[config.mk]
export PLATFORM = sky130hd
export DESIGN_NAME = serial_byte_capture
export DESIGN_NICKNAME = d
export VERILOG_FILES = /design/src/rtl/sbc_pkg.sv /design/src/rtl/sbc_sipo.sv /design/src/rtl/sbc_bit_counter.sv /design/src/rtl/sbc_holding.sv /design/src/rtl/serial_byte_capture.sv
export SDC_FILE = /design/constraint.sdc
export NUM_CORES = 1
export LEC_CHECK = 0
export BUFFER_PORTS_ARGS = -buffer_cell sky130_fd_sc_hd__buf_2
export CAP_MARGIN = 20
export CORE_MARGIN = 2
export CORE_UTILIZATION = 55
export DETAILED_ROUTE_END_ITERATION = 10
export GPL_TIMING_DRIVEN = 0
export MAX_ROUTING_LAYER = met4
export PLACE_DENSITY = 0.86
export SYNTH_ARGS = -nofsm -noshare
export SYNTH_HDL_FRONTEND = slang
export SYNTH_SLANG_ARGS = --single-unit
[constraint.sdc]
create_clock -name sclk -period 2.6 [get_ports sclk]
set_clock_uncertainty 0.2 [all_clocks]
set_input_delay 0 -clock sclk [delete_from_list [all_inputs] [get_ports sclk]]
set_output_delay 0 -clock sclk [all_outputs]
set_load 0.005 [all_outputs]
[src/rtl/sbc_pkg.sv]
// Package: shared helpers for the serial byte capture block.
// Assumes: widths passed in are at least 1.
package sbc_pkg;

    // Number of bits needed to index n positions, never below 1.
    function automatic int unsigned bits_for(input int unsigned n);
        return (n <= 2) ? 1 : $clog2(n);
    endfunction

endpackage

[src/rtl/sbc_sipo.sv]
// Module: serial-in shift store.
// Keeps the last BYTE_W-1 bits received and presents the byte that the
// current bit would complete. The oldest bit leaves the store on the edge
// that would complete a byte, so a full BYTE_W-bit register is not needed.
// Assumes: BYTE_W >= 2; sdata is stable around the rising clock edge.
module sbc_sipo #(
    parameter int BYTE_W = 8
) (
    input  logic              clk,
    input  logic              rst_n,
    input  logic              sdata,
    output logic [BYTE_W-1:0] byte_nxt
);
    logic [BYTE_W-2:0] store_q;

    // Shift one bit in per clock, MSB first.
    always_ff @(posedge clk) begin
        if (!rst_n) store_q <= '0;
        else        store_q <= byte_nxt[BYTE_W-2:0];
    end

    // Byte as it would stand if this bit closes it.
    always_comb byte_nxt = {store_q, sdata};
endmodule

[src/rtl/sbc_bit_counter.sv]
// Module: frame-aligned bit position counter.
// Counts bits modulo one word and flags the edge that samples the last bit
// of a byte. A frame pulse makes the current edge bit 0 of the frame.
// Assumes: BYTE_W is a power of two; WORD_BYTES >= 1.
module sbc_bit_counter #(
    parameter int BYTE_W     = 8,
    parameter int WORD_BYTES = 2
) (
    input  logic clk,
    input  logic rst_n,
    input  logic frame_start,
    output logic byte_done
);
    localparam int WORD_BITS = BYTE_W * WORD_BYTES;
    localparam int CNT_W     = sbc_pkg::bits_for(WORD_BITS);
    localparam int POS_W     = sbc_pkg::bits_for(BYTE_W);

    logic [CNT_W-1:0] cnt_q;
    logic [CNT_W-1:0] pos_now;
    logic [CNT_W-1:0] cnt_nxt;

    // Position of the bit sampled at this edge.
    always_comb pos_now = frame_start ? '0 : cnt_q;

    // Next position, wrapping at the end of a word.
    always_comb begin
        if (pos_now == CNT_W'(WORD_BITS - 1)) cnt_nxt = '0;
        else                                  cnt_nxt = pos_now + CNT_W'(1);
    end

    // Last bit of a byte is sampled at this edge.
    always_comb byte_done = (pos_now[POS_W-1:0] == POS_W'(BYTE_W - 1));

    // Register the bit position.
    always_ff @(posedge clk) begin
        if (!rst_n) cnt_q <= '0;
        else        cnt_q <= cnt_nxt;
    end
endmodule

[src/rtl/sbc_holding.sv]
// Module: byte holding register with toggle-style ready flag.
// Loads a finished byte and inverts the ready flag on the same edge.
// Assumes: load is high for exactly one edge per byte.
module sbc_holding #(
    parameter int BYTE_W = 8
) (
    input  logic              clk,
    input  logic              rst_n,
    input  logic              load,
    input  logic [BYTE_W-1:0] din,
    output logic [BYTE_W-1:0] byte_out,
    output logic              byte_ready
);
    // Hold the byte until the next one completes.
    always_ff @(posedge clk) begin
        if (!rst_n)    byte_out <= '0;
        else if (load) byte_out <= din;
    end

    // Flip the ready level once per stored byte.
    always_ff @(posedge clk) begin
        if (!rst_n)    byte_ready <= 1'b0;
        else if (load) byte_ready <= ~byte_ready;
    end
endmodule

[src/rtl/serial_byte_capture.sv]
// Module: frame-synchronized serial byte capture (top).
// Shifts in a serial stream on its own bit clock, latches each completed
// byte and announces it by a level change on byte_ready.
// Assumes: all inputs are synchronous to sclk; reset is synchronous.
module serial_byte_capture #(
    parameter int BYTE_W     = 8,
    parameter int WORD_BYTES = 2
) (
    input  logic              sclk,
    input  logic              rst_n,
    input  logic              sdata,
    input  logic              frame_start,
    output logic [BYTE_W-1:0] byte_out,
    output logic              byte_ready
);
    logic [BYTE_W-1:0] byte_nxt;
    logic              byte_done;

    sbc_sipo #(.BYTE_W(BYTE_W)) u_sipo (
        .clk      (sclk),
        .rst_n    (rst_n),
        .sdata    (sdata),
        .byte_nxt (byte_nxt)
    );

    sbc_bit_counter #(.BYTE_W(BYTE_W), .WORD_BYTES(WORD_BYTES)) u_cnt (
        .clk         (sclk),
        .rst_n       (rst_n),
        .frame_start (frame_start),
        .byte_done   (byte_done)
    );

    sbc_holding #(.BYTE_W(BYTE_W)) u_hold (
        .clk        (sclk),
        .rst_n      (rst_n),
        .load       (byte_done),
        .din        (byte_nxt),
        .byte_out   (byte_out),
        .byte_ready (byte_ready)
    );
endmodule

==> results.toml <==
[worst_setup_path]
max_stage_delay_ps = 390
crit_family = "adder cells"
cp_data_required_time_ps = 2610
r2r.worst_path.cells = 6
end_kind = "flip-flop"
worstPathCellList = "nor2b_1 -> ha_1 -> ha_1 -> buf_6 -> mux2i_1 -> nor2b_1"
reg2reg_from = "u_cnt.cnt_q[0]"
critPathLaunchType = "flip-flop"
reg2reg_slack_ps = 910
cp.arrival_ps = 1700
cp_slowest_cell = "dfxtp_1"
cp.buffers_inverters = 1
crit_type = "flip-flop to flip-flop"
worstPathMaxFanout = 9
r2r_end = "u_hold.byte_out[3]"

[detailed_routing]
ant_nets = 0
vias = 473
drt-total-wl_um = 1140
drtIter0Drc = 0
vias_per_cell = 4.88
drt_drc_violations_left = 0
routedWlPerCell_um = 11.7
first_pass_iters = 1

[sta]
slew_violations = 0
fmax_mhz = 592
hold_ws_ps = 258
fin_crit_ps = 1690
period_share_pct = 65.0
slew_headroom_pct = 87.5
finalSetupTns_ps = 0
setup_viol_count_final = 0
rsz0062_at_grt = "false"
hold_viol_final = 0
tightest_slew_ps = 186

[grt]
grt-busiest-layer = "met2"
first_global_vias = 456
grt_use_met2_pct = 30.2
grt_pass1_wl_um = 1890
use_met3_pct = 10.0
grt_max_degree = 13
grt_use_total_pct = 19.9
grt_use_met1_pct = 20.9
grt_overflow = 0
antenna_found_initial = 0

[synth]
postSynthCellCount = 62
synth_top_family_by_area = "simple AND/OR/NAND/NOR gates"
syn-num-nets = 68
synth_mux_area_share_pct = 11.1
synth_area_um2 = 718
synth.most_common_cell = "dfxtp_1"
synthSimpleGateAreaFrac_pct = 20.4
ys_ff_latch = 20
avgSynthCellArea_um2 = 11.6
synth_xor_area_share_pct = 1.22
synth_compound_area_share_pct = 5.05
synth_top_cell_area_share_pct = 55.7
yosysUniqueCellTypes = 15
synth_area_leaders = "dfxtp_1 56%, mux2i_1 11%, nor2b_1 9.6%"
ys_top_cells_by_count = "20 x dfxtp_1, 11 x nor2b_1, 8 x and2_1, 8 x mux2i_1"
ys.warnings.count = 0
synth_adder_area_share_pct = 3.48
ys_async_sr_fraction_pct = 0
ys.flop_type = "dfxtp_1"
synth_top_area_cell = "dfxtp_1"
yosysSeqAreaShare_pct = 55.7
synth-edff-count = 0

[clock_network]
worstSkewPairLatency_ps = 300
clk_pin_slew_worst_paths_ps = 110
cts_resized = 0
post_cts_buffers = 0
ctsHoldBuffers = 4
htreeDepth = 1
tritoncts = "built"
clock-sinks = 20
root_buffer = "clkbuf_4"
cts_buffer_depth = 2
numCtsBuffers = 3

[power_and_ir_drop]
peakVddDrop_mv = 0.682
p_leak_nw = 0.389
p_per_area_nw_per_um2 = 657

[die]
core_area_um2 = 1250
initial_core_util_pct = 57.3
core.rowCount = 13
die_w_um = 40.1
io_pins = 13
die_h_um = 40.1
die_area_um2 = 1610

[place]
gp_congestion = 0.665
io_buffers = 12
place_hpwl_um = 735

[run]
maxCapViolations = 0

[run_status]
status = "completed"

[layout]
drive_gt1_share_pct = 23.2
layout.nets = 89
area_growth_pct = 23.9
antenna_cells = 0

[hold_path]
hp-start = "u_sipo.store_q[1]"
whs_path_depth = 1
hold_class = "flip-flop to flip-flop"
min_to = "u_sipo.store_q[2]"
logic make-up after synthesis:
| logic type | Yosys count |
|---|---|
| compound gates | 5 |
| xor+xnor | 1 |
| mux | 8 |
| flops | 20 |
| simple gates | 23 |
| fa+ha+maj | 2 |
| buf+inv | 3 |
where the power goes:
part,switching (mW),internal (mW),total [mW]
clock network,0.0932,0.156,0.249
logic,0.00874,0.0131,0.0218
registers,0.00282,0.311,0.314
total,0.105,0.480,0.585
area by class of cell:
cell class / count / area [µm²]
flip-flops and latches: 20 / 400
fillers: 88 / 363
multi-input cells: 39 / 297
repair buffers: 16 / 100
clock inverters: 1 / 30.0
clock buffers: 3 / 22.5
plain buffers: 3 / 21.3
well taps: 15 / 18.8
routing by layer:
| metal | vias up | part of all wire [%] |
|---|---|---|
| li1 | 249 | - |
| met2 | 11 | 48 |
| met3 | 2 | 4.4 |
| met5 | - | 0 |
| met4 | 0 | 1.2 |
| met1 | 211 | 46 |
state kept, by name, indices dropped and copies added (netlist names):
signal and count:
u_cnt.cnt_q 4, u_hold.byte_out 8, u_hold.byte_ready 1, u_sipo.store_q 7
through the flow:
step | cell area (µm²) | util (%) | power (mW) | cells | setup WS, ps
6_report | 890 | 71.0 | 0.585 | 97 | 910
5_1_grt | 890 | 71.0 | 0.606 | 97 | 764
3_3_place_gp | 797 | 63.6 | 0.337 | 89 | 948
4_1_cts | 890 | 71.0 | 0.590 | 97 | 908
2_1_floorplan | 718 | - | 0.331 | 62 | 995
3_5_place_dp | 797 | 63.6 | 0.337 | 89 | 917
worst register-to-register path, cell delays in order, from the launching register on:
cell and delay [ps]:
dfxtp_1 390, nor2b_1 160, ha_1 230, ha_1 190
buf_6 170, mux2i_1 210, nor2b_1 60
worst max-delay path by stage:
stage / startpoint / slack [ps] / cells after the start / end
after global placement: u_cnt.cnt_q[0] / 950 / 6 / u_hold.byte_ready
final: u_cnt.cnt_q[0] / 910 / 6 / u_hold.byte_out[3]
after floorplan: u_cnt.cnt_q[0] / 990 / 6 / u_hold.byte_ready
after detailed placement: u_cnt.cnt_q[0] / 920 / 6 / u_hold.byte_out[3]
after global routing: u_cnt.cnt_q[0] / 760 / 6 / u_hold.byte_out[2]
after CTS: u_cnt.cnt_q[0] / 910 / 6 / u_hold.byte_out[3]
placed cells by master, fill, tap and decap left out, types with 2 or more instances in the layout:
cell type and instances:
and2_1 8, a31oi_1 2, dlygate4sd3_1 4, buf_2 14
mux2i_1 8, dfxtp_1 20, nor2b_1 11, clkbuf_4 3
ha_1 2, and3_1 2
Power figures use the tool's default switching activity.
